File: src/rtl/flk_pkg.sv
package flk_pkg;
  localparam int REG_W    = 32;
  localparam int BLK_W    = 5;
  localparam int TEST_BIT = 31;
  localparam int RSVD_BIT = 30;
  localparam int USABLE   = 30;

  typedef enum logic {
    OP_PROG  = 1'b0,
    OP_ERASE = 1'b1
  } flk_op_e;
endpackage

File: src/rtl/flk_lock_store.sv
module flk_lock_store
  import flk_pkg::*;
#(
  parameter logic [USABLE-1:0] EXIST = '1
) (
  input  logic             clk,
  input  logic             rst_n,
  input  logic             wr_en,
  input  logic [REG_W-1:0] wdata,
  input  logic             ilk_wr_done,
  input  logic             pe_done,
  input  logic             hv_suspend,
  output logic [REG_W-1:0] lock_view
);
  logic pend_q;
  logic frozen;
  logic wr_ok;
  logic unused_wbits;

  // Freeze includes the pulse cycle itself and the suspend level.
  assign frozen = ilk_wr_done | pend_q | hv_suspend;
  assign wr_ok  = wr_en & ~frozen;
  assign unused_wbits = ^{wdata[RSVD_BIT], wdata[USABLE-1:0] & ~EXIST};

  always_ff @(posedge clk or negedge rst_n) begin
    if (!rst_n)           pend_q <= 1'b0;
    else if (ilk_wr_done) pend_q <= 1'b1;
    else if (pe_done)     pend_q <= 1'b0;
  end

  for (genvar i = 0; i < USABLE; i++) begin : g_bit
    if (EXIST[i]) begin : g_ff
      logic q;
      always_ff @(posedge clk or negedge rst_n) begin
        if (!rst_n)     q <= 1'b1;
        else if (wr_ok) q <= wdata[i];
      end
      assign lock_view[i] = q;
    end else begin : g_tie
      assign lock_view[i] = 1'b1;
    end
  end

  logic test_q;
  always_ff @(posedge clk or negedge rst_n) begin
    if (!rst_n)     test_q <= 1'b1;
    else if (wr_ok) test_q <= wdata[TEST_BIT];
  end

  assign lock_view[TEST_BIT] = test_q;
  assign lock_view[RSVD_BIT] = 1'b0;
endmodule

File: src/rtl/flk_protect.sv
module flk_protect
  import flk_pkg::*;
#(
  parameter logic [USABLE-1:0] EXIST = '1
) (
  input  logic [REG_W-1:0] lock_view,
  input  logic [REG_W-1:0] prog_side,
  input  logic [REG_W-1:0] erase_side,
  output logic [REG_W-1:0] eff_prog,
  output logic [REG_W-1:0] eff_erase
);
  logic unused_in;
  assign unused_in = ^{lock_view[RSVD_BIT], prog_side[RSVD_BIT],
                       erase_side[TEST_BIT], erase_side[RSVD_BIT],
                       lock_view[USABLE-1:0] & ~EXIST,
                       prog_side[USABLE-1:0] & ~EXIST,
                       erase_side[USABLE-1:0] & ~EXIST};

  for (genvar i = 0; i < USABLE; i++) begin : g_eff
    if (EXIST[i]) begin : g_live
      assign eff_prog[i]  = lock_view[i] | prog_side[i];
      assign eff_erase[i] = lock_view[i] | erase_side[i];
    end else begin : g_absent
      assign eff_prog[i]  = 1'b1;
      assign eff_erase[i] = 1'b1;
    end
  end

  assign eff_prog[RSVD_BIT]  = 1'b1;
  assign eff_erase[RSVD_BIT] = 1'b1;
  assign eff_prog[TEST_BIT]  = lock_view[TEST_BIT] | prog_side[TEST_BIT];
  assign eff_erase[TEST_BIT] = 1'b1;
endmodule

File: src/rtl/flk_req_gate.sv
module flk_req_gate
  import flk_pkg::*;
(
  input  logic             clk,
  input  logic             rst_n,
  input  logic [REG_W-1:0] eff_prog,
  input  logic [REG_W-1:0] eff_erase,
  input  logic             req_valid,
  output logic             req_ready,
  input  flk_op_e          req_op,
  input  logic [BLK_W-1:0] req_blk,
  output logic             cmd_valid,
  input  logic             cmd_ready,
  output flk_op_e          cmd_op,
  output logic [BLK_W-1:0] cmd_blk,
  output logic             peg
);
  logic blocked;

  always_comb begin
    if (req_op == OP_ERASE) blocked = eff_erase[req_blk];
    else                    blocked = eff_prog[req_blk];
  end

  assign cmd_valid = req_valid & ~blocked;
  assign req_ready = blocked | cmd_ready;
  assign cmd_op    = req_op;
  assign cmd_blk   = req_blk;

  always_ff @(posedge clk or negedge rst_n) begin
    if (!rst_n)                      peg <= 1'b0;
    else if (req_valid && blocked)   peg <= 1'b1;
    else if (cmd_valid && cmd_ready) peg <= 1'b0;
  end
endmodule

File: src/rtl/flk_lock_ctrl.sv
module flk_lock_ctrl
  import flk_pkg::*;
#(
  parameter int                LOW_N       = 14,
  parameter int                MID_N       = 16,
  parameter logic [LOW_N-1:0]  LOW_PRESENT = '1,
  parameter logic [MID_N-1:0]  MID_PRESENT = '1,
  parameter int                ADDR_W      = 8,
  parameter logic [ADDR_W-1:0] LOCK_OFFSET = 8'h10
) (
  input  logic              clk,
  input  logic              rst_n,
  input  logic [ADDR_W-1:0] bus_addr,
  input  logic              bus_wr,
  input  logic [31:0]       bus_wdata,
  output logic [31:0]       bus_rdata,
  input  logic              ilk_wr_done,
  input  logic              pe_done,
  input  logic              hv_suspend,
  input  logic [31:0]       prog_side,
  input  logic [31:0]       erase_side,
  output logic [31:0]       eff_prog_lock,
  output logic [31:0]       eff_erase_lock,
  input  logic              req_valid,
  output logic              req_ready,
  input  logic              req_op,
  input  logic [4:0]        req_blk,
  output logic              cmd_valid,
  input  logic              cmd_ready,
  output logic              cmd_op,
  output logic [4:0]        cmd_blk,
  output logic              peg
);
  localparam logic [USABLE-1:0] EXIST_MAP = USABLE'({MID_PRESENT, LOW_PRESENT});

  logic             hit;
  logic [REG_W-1:0] lock_view;
  flk_op_e          cmd_op_e;

  assign hit       = (bus_addr == LOCK_OFFSET);
  assign bus_rdata = hit ? lock_view : '0;
  assign cmd_op    = cmd_op_e;

  flk_lock_store #(.EXIST(EXIST_MAP)) u_store (
    .clk        (clk),
    .rst_n      (rst_n),
    .wr_en      (bus_wr & hit),
    .wdata      (bus_wdata),
    .ilk_wr_done(ilk_wr_done),
    .pe_done    (pe_done),
    .hv_suspend (hv_suspend),
    .lock_view  (lock_view)
  );

  flk_protect #(.EXIST(EXIST_MAP)) u_protect (
    .lock_view (lock_view),
    .prog_side (prog_side),
    .erase_side(erase_side),
    .eff_prog  (eff_prog_lock),
    .eff_erase (eff_erase_lock)
  );

  flk_req_gate u_gate (
    .clk      (clk),
    .rst_n    (rst_n),
    .eff_prog (eff_prog_lock),
    .eff_erase(eff_erase_lock),
    .req_valid(req_valid),
    .req_ready(req_ready),
    .req_op   (flk_op_e'(req_op)),
    .req_blk  (req_blk),
    .cmd_valid(cmd_valid),
    .cmd_ready(cmd_ready),
    .cmd_op   (cmd_op_e),
    .cmd_blk  (cmd_blk),
    .peg      (peg)
  );
endmodule

File: config.mk
export PLATFORM = sky130hd
export DESIGN_NAME = flk_lock_ctrl
export DESIGN_NICKNAME = d
export VERILOG_FILES = /design/src/rtl/flk_pkg.sv /design/src/rtl/flk_lock_store.sv /design/src/rtl/flk_protect.sv /design/src/rtl/flk_req_gate.sv /design/src/rtl/flk_lock_ctrl.sv
export SDC_FILE = /design/constraint.sdc
export NUM_CORES = 1
export LEC_CHECK = 0
export BUFFER_PORTS_ARGS = -buffer_cell sky130_fd_sc_hd__buf_2
export CORE_ASPECT_RATIO = 1.2
export CORE_MARGIN = 4
export CORE_UTILIZATION = 30
export CTS_CLUSTER_DIAMETER = 100
export DETAILED_ROUTE_END_ITERATION = 12
export HOLD_SLACK_MARGIN = 0.02
export PLACE_DENSITY = 0.74
export SLEW_MARGIN = 30
export SYNTH_ARGS = -nofsm -noshare
export SYNTH_HDL_FRONTEND = slang
export SYNTH_SLANG_ARGS = --single-unit
File: constraint.sdc
create_clock -name clk -period 4.4 [get_ports clk]
set_clock_uncertainty 0.05 [all_clocks]
set_input_delay 0.88 -clock clk [delete_from_list [all_inputs] [get_ports clk]]
set_output_delay 0.88 -clock clk [all_outputs]
set_load 0.02 [all_outputs]
==> results of run 1 <==
==> layer usage <==
| metal | GRT usage [%] | share of wire [%] | vias up |
|---|---|---|---|
| met4 | 5.94 | 1.9 | 0 |
| li1 | - | - | 1281 |
| met2 | 33.5 | 51 | 160 |
| met1 | 21.6 | 38 | 1265 |
| met3 | 3.93 | 8.5 | 16 |
| met5 | 0 | 0 | - |
==> sequential cells by signal (all words and copies together), names as in the netlist <==
name and cells:
u_store.g_bit.g_ff.q 30, u_store.pend_q 1, u_gate.peg 1, u_store.test_q 1
==> through the flow <==
step           power [mW]  instance area, sq um
2_1_floorplan       0.457                  2550
3_5_place_dp        0.561                  3670
4_1_cts             0.795                  3750
3_3_place_gp        0.558                  3670
6_report            0.781                  3750
5_1_grt             0.822                  3750
==> worst max-delay path, cell delays in order <==
cell	delay (ns)
buf_2	0.41
mux4_2	0.60
mux2_2	0.28
a221o_1	0.29
and4_4	0.20
or2_1	0.19
buf_2	0.16
==> where the power goes <==
part           leakage (nW)  switching (mW)  total [mW]  internal [mW]
Sequential            0.341         0.00281       0.313          0.310
Combinational          1.65           0.133       0.241          0.108
Clock                0.0450           0.118       0.228          0.110
Total                  2.04           0.253       0.781          0.528
==> area by class of cell <==
class / instances / area share (%)
inverter: 12 / 1.20
timing repair buffer: 218 / 29.4
clock inverter: 2 / 0.267
multi-input combinational: 192 / 40.4
sequential: 33 / 23.1
clock buffer: 6 / 1.94
tap: 114 / 3.81
==> cell usage in the layout, fill, tap and decap left out, types with 2 or more instances in the layout <==
master and n:
a211oi_1 5, a22oi_1 2, and2_1 31, buf_2 214
buf_4 4, clkbuf_8 5, clkinv_2 2, conb_1 4
dfrtp_1 2, dfstp_2 31, inv_1 10, mux2_2 32
mux2i_1 5, mux4_2 9, nand2_1 6, nand2b_1 2
nor2_1 9, nor3_1 10, o2111ai_1 2, o31ai_1 2
or2_1 9, or2_2 47, or3_1 2
==> kinds of logic after synthesis <==
logic type,Yosys count,share of synthesized area [%]
buf+inv,33,6.65
mux,46,24.1
compound gates,21,6.56
flops,33,34.1
other cells,2,0.296
simple gates,121,28.3
==> worst paths after layout <==
path                                              endpoint  cells past startpoint
worst max-delay path                             req_ready                      7
worst min-delay path            u_store.pend_q$_DFFE_PN0P_                      1
worst max register to register      u_gate.peg$_DFFE_PN0P_                      6
worst min register to register  u_store.pend_q$_DFFE_PN0P_                      1
max in group asynchronous       u_store.pend_q$_DFFE_PN0P_                      1
min in group asynchronous           u_gate.peg$_DFFE_PN0P_                      1
==> summary.txt, run 1 <==
Status
  • Status: finished, final reports clean

Timing
  • Relative slew slack: 47.7%
  • Post-route setup slack: 0.448 ns
  • Worst hold slack: 0.438 ns
  • Slew Viols, Final: 0
  • Crit share post-route: 89.8%
  • Fmax achieved: 253 MHz
  • Hold Fails Final Rpt: 0
  • Setup Viol. Count Final: 0
  • RSZ-0062 raised after global routing: false
  • Worst slew pin tran: 0.785 ns
  • Tmin final: 3.95 ns
  • Fin Setup TNS: 0 ns

Global routing
  • Tot GR Track Use: 18.4%
  • Initial antenna violation count: 0
  • Gr ovfl total: 0
  • Vias in the first global route: 2915
  • First-pass GRT wire length: 14400 um
  • Maximum number of pins on one net before global-route repair: 34

Run
  • Max Cap Viol: 0

Cells and area
  • Area of the multi-input gates: 1510 sq um
  • Fillers: 842
  • Layout Cells excl Fill: 577
  • Final Util: 45.7%
  • ANT cells: 0
  • Nets@finish: 580
  • Register area: 865 sq um
  • Share of cells above drive strength 1: 74.7%
  • P&R area growth vs syn: 47.7%

Routing
  • Via density: 4.72
  • Routed wire per std cell: 16.7 um
  • ANT nets after route: 0
  • Iteration-0 DRC Markers: 59
  • DR vias: 2722
  • TritonRoute pass-1 iters: 5
  • Final Routed Wirelength: 9650 um
  • DRC: 0

Clock tree
  • Clock tree buffer depth: 2
  • CTS Hold Buffers Added: 0
  • CTS tree: yes
  • Post-cts sizing count: 0
  • H-tree depth: 2
  • Post-CTS Setup Inserts: 0
  • Clock Tree Root: clkbuf_8
  • Clock-pin slew on the worst setup and hold paths: 0.07 ns
  • Skew-Pair Late Insertion Delay: 0.29 ns
  • TritonCTS buffer count: 5
  • Clock sinks: 33

Die
  • Die height: 109 um
  • Effective utilization at floorplan: 31.0%
  • Rows: 36
  • Die area: 10000 sq um
  • Placeable Area: 8200 sq um
  • Die width: 92.0 um
  • Ports: 223

Critical path
  • Critical path origin: req_blk[0]
  • FF-to-FF Start: u_store.g_bit[22].g_ff.q$_DFFE_PN1P_
  • Crit Path Category: primary input to output port
  • Critical path endpoint category: output port
  • Worst Path Arrival: 3.02 ns
  • Critical path data required time: 3.47 ns
  • Crit start category: primary input
  • Reg2Reg Setup Slack: 2.13 ns
  • CP max FO: 17

Placed design
  • Hpwl dp: 8000 um
  • IO buf count: 214
  • DP Worst Slack: 0.415 ns
  • DP Cell Count: 569
  • RD Place Congestion: 0.845

Synthesis
  • Flops & latches, synth: 33
  • Avg Cell Area, Syn: 9.92 sq um
  • Share of the synthesized area in the top cell type: 32.1%
  • Post-synth top flop: dfstp_2
  • Post-synth ARST share: 100%
  • Top-count cell post-synth: or2_2
  • Post-synth top area cell: dfstp_2
  • Post-synth cell types: 40
  • Cells after Synth: 256
  • Seq/Total Area, Yosys: 34.1%
  • Mapped cell area: 2540 sq um
  • Post-synth EDFFs: 0
  • Yosys synthesis warning count: 0
  • Synth top cells by count: or2_2, mux2_2, and2_1, dfstp_2, buf_4
  • Synth area leaders: dfstp_2, mux2_2, or2_2

Power
  • VDD IR max: 0.111 mV
  • PwrDens: 208 nW/um^2
  • Lkg Pwr: 2.04 nW

Min path
  • Worst min path class: flip-flop to flip-flop
  • Hold_sp: u_store.pend_q$_DFFE_PN0P_
No activity file was read; power rests on OpenSTA's default activity.
==> run 2, diff against run 1 <==
- CTS_CLUSTER_DIAMETER: 100 -> 60
- clock period: 4.4 -> 3.8 ns (I/O delays scaled with it)
==> run 2 against run 1 <==
Worst hold slack about the same. Flip-flop and latch count unchanged. Cell area is 0.20% higher. Core utilization grew 0.092 points. Clock-buffer cell count unchanged. Cell count increased by 0.17%. Critical path type unchanged. Total power up 16%. Sequential share of layout area hardly changed.
==> summary.txt, run 2 (synthesis results as in run 1) <==
Cells and area
  • Commonest cells after routing, fill and taps aside: buf_2, or2_2, mux2_2
  • Layout Cells excl Fill: 578
  • Nets@finish: 581
  • Max reg flops: 30
  • Register area: 865 sq um
  • Most flop-heavy register: u_store.g_bit.g_ff.q
  • Fillers: 835
  • ANT cells: 0
  • Share of cells above drive strength 1: 74.8%
  • Most common cell after layout, fill and taps aside: buf_2
  • Area of the multi-input gates: 1510 sq um
  • P&R area growth vs syn: 48.0%

Power
  • Net Sw Frac: 32.4%
  • Seq pwr share: 40.0%
  • Lkg Pwr: 2.04 nW
  • Switching pwr: 294 uW
  • Internal: 612 uW
  • Part of the power in the clock network: 29.0%
  • Combinational power share: 31.1%
  • VDD IR max: 0.113 mV
  • PwrDens: 241 nW/um^2
  • Final Total Pwr: 906 uW

Critical path
  • Crit Path Category: primary input to output port
  • Critical path origin: req_blk[0]
  • End of the worst register-to-register path: u_gate.peg$_DFFE_PN0P_
  • Crit start category: primary input
  • Worst Setup EP: req_ready
  • Critical path data required time: 2.99 ns
  • CP max-delay cell: mux4_2
  • Critical path endpoint category: output port
  • CP delay by family, top: multiplexers
  • Critical Path Stages: 8
  • R2R cell count: 6
  • Worst path max stage delay: 0.52 ns
  • Most frequent CP cell: buf_2
  • FF-to-FF Start: u_store.g_bit[23].g_ff.q$_DFFE_PN1P_
  • CP Cell Sequence: buf_2 -> buf_4 -> mux4_2 -> mux2i_1 -> a22oi_1 -> and4_4 -> or2_1 -> buf_2
  • Worst Path Arrival: 2.82 ns
  • CP max FO: 11
  • Buf+Inv Stages, Crit Path: 3
  • Reg2Reg Setup Slack: 1.50 ns

Clock tree
  • Skew-Pair Late Insertion Delay: 0.28 ns
  • Clock sinks: 33
  • CTS Hold Buffers Added: 0
  • Post-cts sizing count: 0
  • Clock Tree Root: clkbuf_8
  • H-tree depth: 2
  • Post-CTS Setup Inserts: 0
  • Clock tree buffer depth: 2
  • Clock-pin slew on the worst setup and hold paths: 0.08 ns
  • TritonCTS buffer count: 5
  • CTS tree: yes

Routing
  • DR vias: 2755
  • DRC: 0
  • Routed wire per std cell: 16.8 um
  • TritonRoute pass-1 iters: 4
  • Final Routed Wirelength: 9740 um
  • Via density: 4.77
  • Iteration-0 DRC Markers: 80
  • ANT nets after route: 0

Timing
  • Tmin final: 3.63 ns
  • Crit share post-route: 95.6%
  • Setup Viol. Count Final: 0
  • RSZ-0062 raised after global routing: false
  • Relative slew slack: 47.7%
  • Hold Fails Final Rpt: 0
  • Slew Viols, Final: 0
  • Fmax achieved: 275 MHz
  • Fin Setup TNS: 0 ns
  • Worst slew pin tran: 0.785 ns

Global routing
  • Vias in the first global route: 2919
  • First-pass GRT wire length: 14700 um
  • Tot GR Track Use: 18.8%
  • Initial antenna violation count: 0
  • Maximum number of pins on one net before global-route repair: 34
  • Gr ovfl total: 0

Die
  • Ports: 223
  • Rows: 36
  • Effective utilization at floorplan: 31.0%
  • Placeable Area: 8200 sq um
  • Die width: 92.0 um
  • Die area: 10000 sq um
  • Die height: 109 um

Min path
  • Hold_sp: u_store.pend_q$_DFFE_PN0P_
  • Worst min path class: flip-flop to flip-flop

Placed design
  • IO buf count: 214
  • RD Place Congestion: 0.854
  • DP Cell Count: 570
  • Hpwl dp: 8100 um

Status
  • Status: finished, final reports clean

Run
  • Max Cap Viol: 0
-- run 2: worst min-delay path by stage --
stage	depth (start not counted)	slack, ns	end
global route	1	0.45	u_store.pend_q$_DFFE_PN0P_
CTS	1	0.44	u_store.pend_q$_DFFE_PN0P_
floorplan	1	0.40	u_store.pend_q$_DFFE_PN0P_
finish	1	0.44	u_store.pend_q$_DFFE_PN0P_
detailed placement	1	0.42	u_store.pend_q$_DFFE_PN0P_
global placement	1	0.41	u_store.pend_q$_DFFE_PN0P_
-- run 2: layer usage --
layer  vias to the layer above  global-route usage (%)  wire (um)
met5                         -                       0          0
met4                         0                    5.10         94
met2                       162                    34.7       5000
li1                       1283                       -          -
met3                         9                    3.73        801
met1                      1301                    22.3       3840
-- run 2: power groups by stage --
stage	registers (mW)	clock network [mW]	logic [mW]
after floorplan	0.369	0	0.160
after global placement	0.367	0	0.280
after detailed placement	0.367	0	0.283
after CTS	0.362	0.274	0.284
after global routing	0.363	0.288	0.304
final	0.362	0.262	0.281
-- run 2: worst register-to-register path, delay by kind of cell, from the launching register on --
| kind | cells | cell delay (ns) |
|---|---|---|
| compound gates | 2 | 0.53 |
| flops | 1 | 0.38 |
| mux | 2 | 0.78 |
| simple gates | 2 | 0.45 |
-- run 2: layout make-up --
class / count / share of cell area [%]
clock inverter: 2 / 0.266
timing repair buffer: 219 / 29.5
sequential: 33 / 23.0
tap: 114 / 3.80
inverter: 12 / 1.20
multi-input combinational: 192 / 40.3
clock buffer: 6 / 1.93
-- run 2: per-stage QoR --
stage | setup WS, ns | hold WS (ns) | utilization (%) | cell area (sq um)
5_1_grt | 0.102 | 0.445 | 45.8 | 3760
2_1_floorplan | 0.399 | 0.404 | - | 2550
3_3_place_gp | 0.202 | 0.412 | 44.8 | 3670
3_5_place_dp | 0.179 | 0.422 | 44.8 | 3670
6_report | 0.166 | 0.439 | 45.8 | 3760
4_1_cts | 0.179 | 0.440 | 45.8 | 3760
==> run 3, diff against run 2 <==
- CTS_CLUSTER_SIZE: default -> 30
- PLACE_DENSITY: 0.74 -> 0.66
- TNS_END_PERCENT: default -> 1
==> run 3 against run 2 <==
Flip-flop and latch count unchanged. Sequential share of layout area is 0.092 points lower. Via count decreased by 1.2%. Global-route usage down 0.22 points. Routed wire length decreased by 2.0%. First-iteration DRC count down 30%. Non-clock buffer count is 1 higher. Cell area is 0.40% higher. Register-to-register slack improved by 0.02 ns. Die area unchanged. Highest routed layer unchanged.
==> summary.txt, run 3 (synthesis results as in run 1) <==
Power
  • Seq pwr share: 39.5%
  • Internal: 634 uW
  • Part of the power in the clock network: 30.0%
  • VDD IR max: 0.141 mV
  • Final Total Pwr: 916 uW
  • PwrDens: 243 nW/um^2
  • Net Sw Frac: 30.8%
  • Lkg Pwr: 2.05 nW
  • Combinational power share: 30.5%
  • Switching pwr: 283 uW

Critical path
  • Critical path data required time: 2.99 ns
  • CP max-delay cell: mux4_2
  • CP max FO: 3
  • Crit Path Category: primary input to output port
  • CP Cell Sequence: buf_2 -> or2_1 -> mux4_2 -> mux2_2 -> a221o_1 -> and4_4 -> or2_1 -> buf_2
  • Worst Path Arrival: 2.69 ns
  • Buf+Inv Stages, Crit Path: 2
  • Crit start category: primary input
  • FF-to-FF Start: u_store.g_bit[22].g_ff.q$_DFFE_PN1P_
  • Critical path origin: erase_side[22]
  • Critical path endpoint category: output port
  • Reg2Reg Setup Slack: 1.52 ns
  • CP delay by family, top: multiplexers
  • Worst path max stage delay: 0.50 ns

Global routing
  • First-pass GRT wire length: 14600 um
  • Grt met1 use: 21.2%
  • Initial antenna violation count: 0
  • Vias in the first global route: 2823
  • Tot GR Track Use: 18.6%
  • Maximum number of pins on one net before global-route repair: 34
  • Global Route met3 Usage: 3.93%
  • Gr ovfl total: 0
  • M2 GR Usage: 35.5%
  • GRT busiest layer: met2

Timing
  • Fin Setup TNS: 0 ns
  • Slew Viols, Final: 0
  • Post-route setup slack: 0.297 ns
  • Tmin final: 3.50 ns
  • Setup Viol. Count Final: 0
  • Worst slew pin tran: 0.776 ns
  • Hold Fails Final Rpt: 0
  • RSZ-0062 raised after global routing: false
  • Crit share post-route: 92.2%
  • Fmax achieved: 285 MHz
  • Relative slew slack: 48.2%

Cells and area
  • Fillers: 857
  • Most flop-heavy register: u_store.g_bit.g_ff.q
  • Share of cells above drive strength 1: 74.6%
  • Layout Cells excl Fill: 579
  • P&R area growth vs syn: 48.5%
  • Commonest cells after routing, fill and taps aside: buf_2, or2_2, mux2_2
  • Nets@finish: 582
  • Max reg flops: 30
  • Finished Cell Area: 3770 sq um
  • ANT cells: 0
  • Most common cell after layout, fill and taps aside: buf_2

Clock tree
  • Skew-Pair Late Insertion Delay: 0.28 ns
  • H-tree depth: 2
  • CTS Hold Buffers Added: 0
  • Clock Tree Root: clkbuf_8
  • TritonCTS buffer count: 5
  • Clock-pin slew on the worst setup and hold paths: 0.08 ns
  • Clock sinks: 33
  • Post-cts sizing count: 0
  • Clock tree buffer depth: 2
  • CTS tree: yes
  • Post-CTS Setup Inserts: 0

Routing
  • TritonRoute pass-1 iters: 4
  • Final Routed Wirelength: 9540 um
  • ANT nets after route: 0
  • DRC: 0
  • Via density: 4.70
  • Iteration-0 DRC Markers: 56
  • Routed wire per std cell: 16.5 um
  • DR vias: 2722

Die
  • Rows: 36
  • Placeable Area: 8200 sq um
  • Die width: 92.0 um
  • Die height: 109 um
  • Effective utilization at floorplan: 31.0%
  • Ports: 223
  • Die area: 10000 sq um

Placed design
  • DP Cell Count: 571
  • Hpwl dp: 7950 um
  • IO buf count: 214
  • DP Worst Slack: 0.290 ns
  • Placed Area: 3680 sq um
  • RD Place Congestion: 0.837

Run
  • Max Cap Viol: 0

Min path
  • Hold_sp: u_store.pend_q$_DFFE_PN0P_
  • Worst min path class: flip-flop to flip-flop

Status
  • Status: finished, final reports clean
[run 3: power groups by stage]
stage               combinational, mW  clock, mW  sequential [mW]
detailed placement              0.283          0            0.368
CTS                             0.284      0.288            0.362
global placement                0.279          0            0.367
finish                          0.279      0.275            0.362
global route                    0.304      0.305            0.363
floorplan                       0.160          0            0.369
[run 3: area by class of cell]
cell class                 count  area, sq um  area share, %
multi-input combinational    192         1510           40.1
timing repair buffer         220         1120           29.6
sequential                    33          865           22.9
tap                          114          143           3.78
clock buffer                   8         90.1           2.39
inverter                      12         45.0           1.19
[run 3: layer usage]
metal	wire, um	share of wire, %
met4	140	1.5
met1	3680	39
met3	749	7.8
met2	4970	52
met5	0	0
[run 3: worst register-to-register path, stage by stage (launching register included)]
cell	delay [ns]
dfstp_2	0.39
or2_1	0.24
mux4_2	0.50
mux2_2	0.28
a221o_1	0.29
and4_4	0.20
a22o_1	0.23
[run 3: path summary, 6_finish.rpt]
| path | endpoint | cells past startpoint |
|---|---|---|
| max | req_ready | 8 |
| min | u_store.pend_q$_DFFE_PN0P_ | 1 |
| max reg2reg | u_gate.peg$_DFFE_PN0P_ | 6 |
| min reg2reg | u_store.pend_q$_DFFE_PN0P_ | 1 |
| max in group asynchronous | u_store.pend_q$_DFFE_PN0P_ | 1 |
| min in group asynchronous | u_gate.peg$_DFFE_PN0P_ | 1 |
[run 3: stage by stage]
stage | utilization (%) | hold WS [ns]
6_report | 46.0 | 0.440
5_1_grt | 46.0 | 0.471
4_1_cts | 46.0 | 0.441
3_5_place_dp | 44.9 | 0.424
3_3_place_gp | 44.9 | 0.420
2_1_floorplan | - | 0.404
